--- config.mk ---
export PLATFORM = sky130hd
export DESIGN_NAME = freq_autorange_counter
export DESIGN_NICKNAME = d
export VERILOG_FILES = /design/src/rtl/afc_pkg.sv /design/src/rtl/afc_edge_sync.sv /design/src/rtl/afc_sequencer.sv /design/src/rtl/afc_result_hold.sv /design/src/rtl/freq_autorange_counter.sv
export SDC_FILE = /design/constraint.sdc
export NUM_CORES = 1
export LEC_CHECK = 0
export BUFFER_PORTS_ARGS = -buffer_cell sky130_fd_sc_hd__buf_2
export CELL_PAD_IN_SITES_DETAIL_PLACEMENT = 0
export CELL_PAD_IN_SITES_GLOBAL_PLACEMENT = 1
export CORE_MARGIN = 3
export CORE_UTILIZATION = 25
export DETAILED_ROUTE_END_ITERATION = 10
export PLACE_DENSITY = 0.56
export SETUP_SLACK_MARGIN = 0.05
export SYNTH_ARGS = -nofsm -noshare
export SYNTH_HDL_FRONTEND = slang
export SYNTH_SLANG_ARGS = --single-unit
--- constraint.sdc ---
create_clock -name clk -period 6.2 [get_ports clk]
set_input_delay 0.93 -clock clk [delete_from_list [all_inputs] [get_ports clk]]
set_output_delay 0.93 -clock clk [all_outputs]
set_load 0.1 [all_outputs]
--- src/rtl/afc_pkg.sv ---
package afc_pkg;

    localparam int AFC_CNT_W = 32;

    typedef enum logic [1:0] {
        ST_IDLE = 2'd0,
        ST_GATE = 2'd1,
        ST_ARM  = 2'd2,
        ST_PER  = 2'd3
    } afc_state_e;

    typedef struct packed {
        logic                 period;
        logic                 nosig;
        logic [AFC_CNT_W-1:0] count;
    } afc_result_t;

    // Gated count too small for one-edge resolution to be acceptable
    function automatic logic gate_needs_period(input logic [AFC_CNT_W-1:0] cnt,
                                               input logic [AFC_CNT_W-1:0] thresh);
        return cnt < thresh;
    endfunction

    // Period total still longer than the threshold rate allows
    function automatic logic period_stays(input logic [AFC_CNT_W-1:0] total,
                                          input logic [AFC_CNT_W-1:0] limit);
        return total > limit;
    endfunction

endpackage

--- src/rtl/afc_edge_sync.sv ---
module afc_edge_sync #(
    parameter int STAGES = 2
) (
    input  logic clk,
    input  logic rst,
    input  logic sig_async,
    output logic rise
);
    logic [STAGES-1:0] chain_q;
    logic              last_q;

    always_ff @(posedge clk) begin
        if (rst) begin
            chain_q <= '0;
            last_q  <= 1'b0;
        end else begin
            chain_q <= {chain_q[STAGES-2:0], sig_async};
            last_q  <= chain_q[STAGES-1];
        end
    end

    assign rise = chain_q[STAGES-1] & ~last_q;
endmodule

--- src/rtl/afc_sequencer.sv ---
module afc_sequencer
    import afc_pkg::*;
#(
    parameter int GATE_CYCLES    = 50_000_000,
    parameter int THRESH_COUNT   = 150_000,
    parameter int N_AVG          = 4,
    parameter int TIMEOUT_CYCLES = 100_000_000
) (
    input  logic        clk,
    input  logic        rst,
    input  logic        rise,
    input  logic        start,
    input  logic        cont,
    output logic        done,
    output afc_result_t res,
    output afc_state_e  state
);
    localparam int CW        = AFC_CNT_W;
    localparam int PER_LIMIT = (N_AVG * GATE_CYCLES) / THRESH_COUNT;

    afc_state_e    state_q, state_d;
    logic          want_q, want_d;
    logic [CW-1:0] tick_q, tick_d, gap_q, gap_d, ecnt_q, ecnt_d;
    logic          launch, launch_per, timed_out;

    assign state = state_q;

    always_comb begin
        state_d    = state_q;
        want_d     = want_q;
        tick_d     = tick_q;
        gap_d      = gap_q;
        ecnt_d     = ecnt_q;
        done       = 1'b0;
        res        = '0;
        launch     = 1'b0;
        launch_per = want_q;
        timed_out  = 1'b0;

        case (state_q)
            ST_IDLE: begin
                launch = start | cont;
            end
            ST_GATE: begin
                tick_d = tick_q + 1'b1;
                ecnt_d = ecnt_q + CW'(rise);
                if (tick_q == CW'(GATE_CYCLES - 1)) begin
                    done       = 1'b1;
                    res.count  = ecnt_d;
                    want_d     = gate_needs_period(ecnt_d, CW'(THRESH_COUNT));
                end
            end
            ST_ARM: begin
                gap_d = gap_q + 1'b1;
                if (rise) begin
                    state_d = ST_PER;
                    tick_d  = '0;
                    gap_d   = '0;
                    ecnt_d  = '0;
                end else if (gap_q == CW'(TIMEOUT_CYCLES - 1)) begin
                    timed_out = 1'b1;
                end
            end
            default: begin
                tick_d = tick_q + 1'b1;
                if (rise) begin
                    gap_d  = '0;
                    ecnt_d = ecnt_q + 1'b1;
                    if (ecnt_q == CW'(N_AVG - 1)) begin
                        done       = 1'b1;
                        res.period = 1'b1;
                        res.count  = tick_d;
                        want_d     = period_stays(tick_d, CW'(PER_LIMIT));
                    end
                end else begin
                    gap_d = gap_q + 1'b1;
                    if (gap_q == CW'(TIMEOUT_CYCLES - 1)) timed_out = 1'b1;
                end
            end
        endcase

        if (timed_out) begin
            done       = 1'b1;
            res.period = 1'b1;
            res.nosig  = 1'b1;
            res.count  = '0;
            want_d     = 1'b0;
        end

        if (done) begin
            launch     = cont;
            launch_per = want_d;
            state_d    = ST_IDLE;
        end

        if (launch) begin
            state_d = launch_per ? ST_ARM : ST_GATE;
            tick_d  = '0;
            gap_d   = '0;
            ecnt_d  = '0;
        end
    end

    always_ff @(posedge clk) begin
        if (rst) begin
            state_q <= ST_IDLE;
            want_q  <= 1'b0;
            tick_q  <= '0;
            gap_q   <= '0;
            ecnt_q  <= '0;
        end else begin
            state_q <= state_d;
            want_q  <= want_d;
            tick_q  <= tick_d;
            gap_q   <= gap_d;
            ecnt_q  <= ecnt_d;
        end
    end
endmodule

--- src/rtl/afc_result_hold.sv ---
module afc_result_hold
    import afc_pkg::*;
(
    input  logic                 clk,
    input  logic                 rst,
    input  logic                 done,
    input  afc_result_t          res,
    output logic [AFC_CNT_W-1:0] result_o,
    output logic                 mode_o,
    output logic                 nosig_o,
    output logic                 valid_o
);
    afc_result_t held_q;

    always_ff @(posedge clk) begin
        if (rst) begin
            held_q  <= '0;
            valid_o <= 1'b0;
        end else begin
            valid_o <= done;
            if (done) held_q <= res;
        end
    end

    assign result_o = held_q.count;
    assign mode_o   = held_q.period;
    assign nosig_o  = held_q.nosig;
endmodule

--- src/rtl/freq_autorange_counter.sv ---
module freq_autorange_counter
    import afc_pkg::*;
#(
    parameter int GATE_CYCLES    = 50_000_000,
    parameter int THRESH_COUNT   = 150_000,
    parameter int N_AVG          = 4,
    parameter int TIMEOUT_CYCLES = 100_000_000,
    parameter int SYNC_STAGES    = 2
) (
    input  logic                 clk,
    input  logic                 rst,
    input  logic                 sig_i,
    input  logic                 start_i,
    input  logic                 cont_i,
    output logic [AFC_CNT_W-1:0] result_o,
    output logic                 mode_o,
    output logic                 nosig_o,
    output logic                 valid_o
);
    logic        edge_rise;
    logic        seq_done;
    afc_result_t seq_res;
    afc_state_e  seq_state;

    afc_edge_sync #(.STAGES(SYNC_STAGES)) u_sync (
        .clk      (clk),
        .rst      (rst),
        .sig_async(sig_i),
        .rise     (edge_rise)
    );

    afc_sequencer #(
        .GATE_CYCLES   (GATE_CYCLES),
        .THRESH_COUNT  (THRESH_COUNT),
        .N_AVG         (N_AVG),
        .TIMEOUT_CYCLES(TIMEOUT_CYCLES)
    ) u_seq (
        .clk  (clk),
        .rst  (rst),
        .rise (edge_rise),
        .start(start_i),
        .cont (cont_i),
        .done (seq_done),
        .res  (seq_res),
        .state(seq_state)
    );

    afc_result_hold u_hold (
        .clk     (clk),
        .rst     (rst),
        .done    (seq_done),
        .res     (seq_res),
        .result_o(result_o),
        .mode_o  (mode_o),
        .nosig_o (nosig_o),
        .valid_o (valid_o)
    );
endmodule

==> flow_metrics.py, run 1 <==
metrics = {
    "outcome": {
        "status": "finished, final reports clean",
    },
    "detailed_routing": {
        "drcViolationCount": 0,
        "wl_per_cell_um": 19.19,
        "drt_wl_total_mm": 31.67,
        "drtIter0Drc": 691,
        "vias_per_cell": 5.347,
        "num_vias": 8822,
        "ant_nets": 0,
        "drt_pass1_iterations": 5,
    },
    "layout": {
        "final_area_mm2": 0.009988,
        "area_delta_synth_final_pct": 11.68,
        "layout.nets": 1199,
        "post-route-util_pct": 28.63,
        "diodes": 0,
        "drive_above_1_share_pct": 8.787,
    },
    "synthesis": {
        "synth.most_common_cell": "nor2_1",
        "ys_warn_count": 0,
        "yosysTopAreaCell": "dfxtp_1",
        "syn_nets": 1235,
        "synth_cells": 1219,
        "yosysTopAreaCellShare_pct": 30.67,
        "synth_area_leaders": "dfxtp_1 (31%), nor2_1 (6.3%), a21oi_1 (5.4%), nand2_1 (5.4%), xnor2_1 (4.9%)",
        "synth_seq_cells": 137,
        "synth_area_per_cell_um2": 7.337,
        "ys_types": 68,
        "ys_dominant_reg_cell": "dfxtp_1",
        "synth_area_mm2": 0.008944,
        "synth-async-reset-ratio_pct": 0,
        "ys_seq_area_share_pct": 30.67,
        "synth-edff-count": 0,
        "synthTopCellsByCount": "nor2_1 (150), dfxtp_1 (137), nand2_1 (128)",
    },
    "clocking": {
        "cts_tree": "yes",
        "cts_htree_levels": 4,
        "post-cts-setup-buffers": 0,
        "clockRootBuffer": "clkbuf_16",
        "ctsHoldBuffers": 0,
        "cts.sinks": 137,
        "cts_resized": 0,
        "cts_buffers": 17,
        "clk_latency_ns": 0.44,
        "clkSlewWorstSetupHoldPaths_ns": 0.06,
        "clk_path_buf_depth": 2,
    },
    "timing": {
        "setup_tns_ns": 0,
        "fin_skew_ns": 0.01511,
        "min_period_over_period_pct": 69.61,
        "rsz0062_at_grt": "no",
        "setup_viol": 0,
        "fin_crit_ns": 4.316,
        "max_freq_mhz": 231.7,
        "maxSlewHeadroom_pct": 32.83,
        "final.setup.worst_slack_ns": 1.884,
        "drv_slew": 0,
        "final-hold-violation-count": 0,
        "tightestPinTransition_ns": 0.9983,
    },
    "min_path": {
        "min-delay-path-class": "register to register",
        "min_from": "u_hold.result_o[10]",
        "worst_hold_path.endpoint": "u_hold.result_o[10]",
        "holdPathStages": 2,
    },
    "run": {
        "max-cap-violations": 0,
    },
    "setup_path": {
        "cp-start-kind": "register",
        "slowest_delay_ns": 0.92,
        "crit_top_cell": "ha_1",
        "cp.required_ns": 6.52,
        "cpMaxStageDelayCell": "nor4_1",
        "worstPathArrival_ns": 4.64,
        "cp-end-kind": "register",
        "r2r-end": "u_seq.state[0]",
        "path_cells": "nand2b_1 > inv_1 > ha_1 > ha_1 > nand2_1 > nor4_1 > o2111ai_1 > a211oi_1 > nand4_1 > a2111oi_2 > nor2_1 > o21a_1",
        "reg2reg_slack_ns": 1.88,
        "setup.worst_path.class": "register to register",
        "r2r_start": "u_sync.last_q",
        "critical_path.max_fanout": 11,
        "reg2reg_depth": 12,
    },
    "placement": {
        "gp_congestion": 0.8621,
        "dp_slack_ns": 1.896,
        "io_buffers": 39,
        "place_area_mm2": 0.009389,
        "dp.final_hpwl_mm": 22.37,
    },
    "pwr": {
        "irDropWorstVdd_v": 0.0002007,
        "p_leak_uw": 0.003137,
        "power.total_uw": 2259,
        "p_per_area_mw_per_mm2": 226.2,
    },
    "global_routing": {
        "grt_max_degree": 67,
        "grt_pass1_wl_mm": 49.89,
        "antenna_found_initial": 1,
        "grtUsageTotal_pct": 16.49,
        "grt_pass1_vias": 8164,
        "grt_overflow_total": 0,
    },
    "die": {
        "die_h_um": 195.1,
        "core_mm2": 0.03488,
        "start_util_pct": 25.64,
        "die_w_um": 195.1,
        "die_area_mm2": 0.03808,
        "row_count": 68,
        "ioPinCount": 40,
    },
}
-- cell type report --
class                           count  area (um^2)
Sequential cell                   137         2743
Tap cell                          455        569.3
Inverter                           21        78.83
Clock inverter                      9        115.1
Multi-Input combinational cell    954         5705
Fill cell                        3873        24900
Timing Repair Buffer               52        292.8
Clock buffer                       22        484.2
-- logic make-up after synthesis --
group | synth area share (%)
simple gates | 32.19
compound gates | 20.31
flops | 30.67
buf+inv | 5.750
xor+xnor | 9.205
fa+ha+maj | 1.539
mux | 0.3358
-- per-layer routing --
metal | track usage (%) | routed length [um]
met3 | 2.968 | 1294
met5 | 0 | 13
met4 | 5.044 | 635
met2 | 24.36 | 14040
met1 | 24.30 | 15680
-- how the worst max path moves through the flow --
stage	from	to	slack [ns]	cells past startpoint
final	u_sync.last_q	u_seq.state[0]	1.88	12
after detailed placement	u_sync.last_q	u_seq.state[0]	1.90	12
after floorplan	u_sync.last_q	u_seq.state[0]	3.14	12
after global routing	u_sync.last_q	u_seq.state[0]	1.48	12
after CTS	u_sync.last_q	u_seq.state[0]	1.91	12
after global placement	u_sync.last_q	u_seq.state[0]	2.14	12
-- critical path: cells and delay by family, from the launching register on --
family          cells  cell delay [ns]
fa+ha+maj           2             0.76
flops               1             0.29
compound gates      4             1.20
buf+inv             1             0.22
simple gates        5             1.72
-- metrics by stage --
stage	std cells	hold slack (ns)
floorplan	1219	0.4138
global placement	1619	0.4379
detailed placement	1619	0.4331
CTS	1650	0.4513
global route	1650	0.4714
finish	1650	0.4470
-- sequential cells by signal (all words and copies together) (netlist names) --
name and cells:
u_seq.want_q 1, u_hold.mode_o 1, u_seq.state 2, u_seq.gap_q 32
u_seq.tick_q 32, u_hold.nosig_o 1, u_hold.result_o 32, u_sync.last_q 1
u_sync.chain_q 2, u_hold.valid_o 1, u_seq.ecnt_q 32
-- where the power goes --
part           switching, uW  total, uW  internal [uW]
clock network            435       1070            635
logic                    213        285           71.9
registers               15.5        904            889
total                    663       2260           1600
-- cells in the final DEF (no fill, tap or decap), types with 18 or more instances in the layout --
cell | netlist | layout
nand3_1 | 48 | 48
inv_1 | 20 | 20
and2_1 | 18 | 18
nor4_1 | 32 | 31
a22oi_1 | 42 | 42
a21oi_1 | 97 | 96
xor2_1 | 44 | 44
buf_2 | 18 | 39
xnor2_1 | 50 | 50
nand2_1 | 128 | 128
o21ai_0 | 55 | 55
nand4_1 | 39 | 39
dfxtp_1 | 137 | 137
nor3_1 | 37 | 37
nor2_1 | 150 | 150
(Power assumes the default switching activity.)
==> run 2, diff against run 1 <==
--- a/config.mk
+++ b/config.mk
@@ -11,7 +11,7 @@
 export CORE_MARGIN = 3
 export CORE_UTILIZATION = 25
 export DETAILED_ROUTE_END_ITERATION = 10
-export PLACE_DENSITY = 0.56
+export PLACE_DENSITY = 0.58
 export SETUP_SLACK_MARGIN = 0.05
 export SYNTH_ARGS = -nofsm -noshare
 export SYNTH_HDL_FRONTEND = slang
==> constraint.sdc (replaced) <==
create_clock -name clk -period 3.5 [get_ports clk]
set_input_delay 0.525 -clock clk [delete_from_list [all_inputs] [get_ports clk]]
set_output_delay 0.525 -clock clk [all_outputs]
set_load 0.1 [all_outputs]
==> run 2 against run 1 <==
Against the previous run: count of clock-buffer cells in the layout is 3 higher; flip-flop and latch count unchanged; via count is 3.7% higher; first-iteration DRC count fell by 2.9%; core utilization up 1.4 points; sequential share of layout area down 1.2 points; die area did not move; wire length is 4.0% higher; global-route usage up 0.60 points; power is 78% higher; fmax up 35%; largest cell class unchanged.
==> flow_metrics.py, run 2 (synthesis gave the netlist of run 1 again) <==
metrics = {
    "setup_path": {
        "cp-end-kind": "register",
        "crit_path_start": "u_sync.last_q",
        "reg2reg_slack_ns": 0.31,
        "critical_path.max_fanout": 6,
        "worstPathArrival_ns": 3.52,
        "cp.required_ns": 3.83,
        "setup.worst_path.class": "register to register",
        "r2r_start": "u_sync.last_q",
        "r2r-end": "u_seq.state[0]",
        "reg2reg_depth": 13,
        "cp-start-kind": "register",
    },
    "placement": {
        "gp_congestion": 0.8601,
        "dp.final_hpwl_mm": 23.82,
        "place_area_mm2": 0.009867,
        "io_buffers": 39,
    },
    "layout": {
        "regArea_mm2": 0.002743,
        "final_area_mm2": 0.01046,
        "area_delta_synth_final_pct": 16.96,
        "layout.nets": 1261,
        "final_cell_mix": "nor2_1 (150), dfxtp_1 (137), nand2_1 (128)",
        "diodes": 0,
        "layout_commonest_cell": "nor2_1",
        "drive_above_1_share_pct": 13.13,
        "fillers": 3832,
        "multi_input_area_mm2": 0.005705,
    },
    "timing": {
        "setup_viol": 0,
        "setup_tns_ns": 0,
        "min_period_over_period_pct": 91.23,
        "final-hold-violation-count": 0,
        "max_freq_mhz": 313.2,
        "tightestPinTransition_ns": 0.7390,
        "rsz0062_at_grt": "no",
        "drv_slew": 0,
        "maxSlewHeadroom_pct": 50.35,
        "fin_crit_ns": 3.193,
        "hold_ws_ns": 0.3559,
        "fin_skew_ns": 0.01113,
    },
    "global_routing": {
        "antenna_found_initial": 0,
        "grt_pass1_vias": 8800,
        "grt_overflow_total": 0,
        "grt_pass1_wl_mm": 51.90,
        "grt_max_degree": 38,
        "grtUsageTotal_pct": 17.08,
    },
    "clocking": {
        "cts.sinks": 137,
        "cts_htree_levels": 4,
        "clockRootBuffer": "clkbuf_16",
        "clk_path_buf_depth": 2,
        "cts_buffers": 17,
        "clkSlewWorstSetupHoldPaths_ns": 0.06,
        "clk_latency_ns": 0.43,
        "post-cts-setup-buffers": 0,
        "cts_tree": "yes",
    },
    "min_path": {
        "min_from": "sig_i",
        "min-delay-path-class": "primary input to register",
        "holdPathStages": 2,
        "worst_hold_path.endpoint": "u_sync.chain_q[0]",
    },
    "detailed_routing": {
        "ant_nets": 0,
        "wl_per_cell_um": 19.23,
        "drt_wl_total_mm": 32.93,
        "vias_per_cell": 5.345,
        "num_vias": 9150,
        "drtIter0Drc": 671,
        "drcViolationCount": 0,
        "drt_pass1_iterations": 5,
    },
    "pwr": {
        "netSwitchingPower_uw": 1148,
        "power_frac_clock_pct": 46.5,
        "p_int_uw": 2863,
        "seqPwrFrac_pct": 39.9,
        "p_per_area_mw_per_mm2": 383.5,
        "p_leak_uw": 0.003466,
        "irDropWorstVdd_v": 0.0003220,
        "swShare_pct": 28.63,
        "comb_power_share_pct": 13.6,
    },
    "die": {
        "row_count": 68,
        "core_mm2": 0.03488,
        "die_h_um": 195.1,
        "die_area_mm2": 0.03808,
        "die_w_um": 195.1,
        "ioPinCount": 40,
        "start_util_pct": 25.64,
    },
    "outcome": {
        "status": "finished, final reports clean",
    },
    "run": {
        "max-cap-violations": 0,
    },
}
## run 2: changes by cell type in the layout (fill, tap and decap cells not counted)
| cell | change |
|---|---|
| buf_12 | +1 |
| buf_4 | +61 |
| clkbuf_1 | +2 |
| clkbuf_8 | +1 |
| clkinv_2 | +1 |
| clkinv_4 | -1 |
| clkinvlp_4 | -2 |
| inv_6 | -1 |
## run 2: how the worst max path moves through the flow
stage / slack, ns / end / cells past startpoint
2_1_floorplan: 0.44 / u_seq.state[0] / 12
3_3_place_gp: 0.27 / u_seq.state[0] / 11
3_5_place_dp: 0.29 / u_seq.state[0] / 11
4_1_cts: 0.27 / u_seq.state[0] / 11
5_1_grt: 0.06 / u_seq.gap_q[25] / 13
6_report: 0.31 / u_seq.state[0] / 13
## run 2: through the flow
stage	utilization (%)	std cells	setup WS, ns	total power [uW]
2_1_floorplan	-	1219	0.4372	1975
3_3_place_gp	28.29	1681	0.2681	2180
6_report	29.99	1712	0.3068	4012
5_1_grt	29.99	1712	0.05718	4167
3_5_place_dp	28.29	1681	0.2892	2175
4_1_cts	29.99	1712	0.2739	4056
## run 2: area by class of cell
cell class | instances | area share (%)
multi-input combinational | 954 | 54.55
sequential | 137 | 26.22
timing repair buffer | 114 | 7.368
tap | 455 | 5.443
clock buffer | 25 | 4.833
clock inverter | 6 | 0.8373
inverter | 21 | 0.7536
## run 2: layer usage
metal | vias up | track usage (%) | part of all wire [%]
li1 | 4451 | - | -
met1 | 4397 | 24.60 | 49
met2 | 263 | 26.35 | 44
met3 | 39 | 2.899 | 4.8
met4 | 0 | 4.647 | 1.9
met5 | - | 0 | 0
## run 2: critical path: stages (launching register included)
cell,delay (ns)
dfxtp_1,0.29
nand2b_1,0.15
inv_1,0.08
ha_1,0.29
ha_1,0.22
nand2_1,0.16
nor4_1,0.32
buf_4,0.20
o2111ai_1,0.12
a211oi_1,0.31
nand4_1,0.17
a2111oi_2,0.46
nor2_1,0.12
o21a_1,0.19
## run 2: timing repair
action | 4_1_cts | 5_1_grt
resized for setup | 0 | 0
endpoints found under the setup margin | 0 | 1
hold buffers | 0 | 0
## run 2: power by group through the flow
stage	Sequential [uW]	Clock (uW)	Combinational, uW
floorplan	1620	0	352
finish	1600	1870	545
detailed placement	1630	0	541
global placement	1630	0	546
CTS	1600	1920	542
global route	1600	1970	594
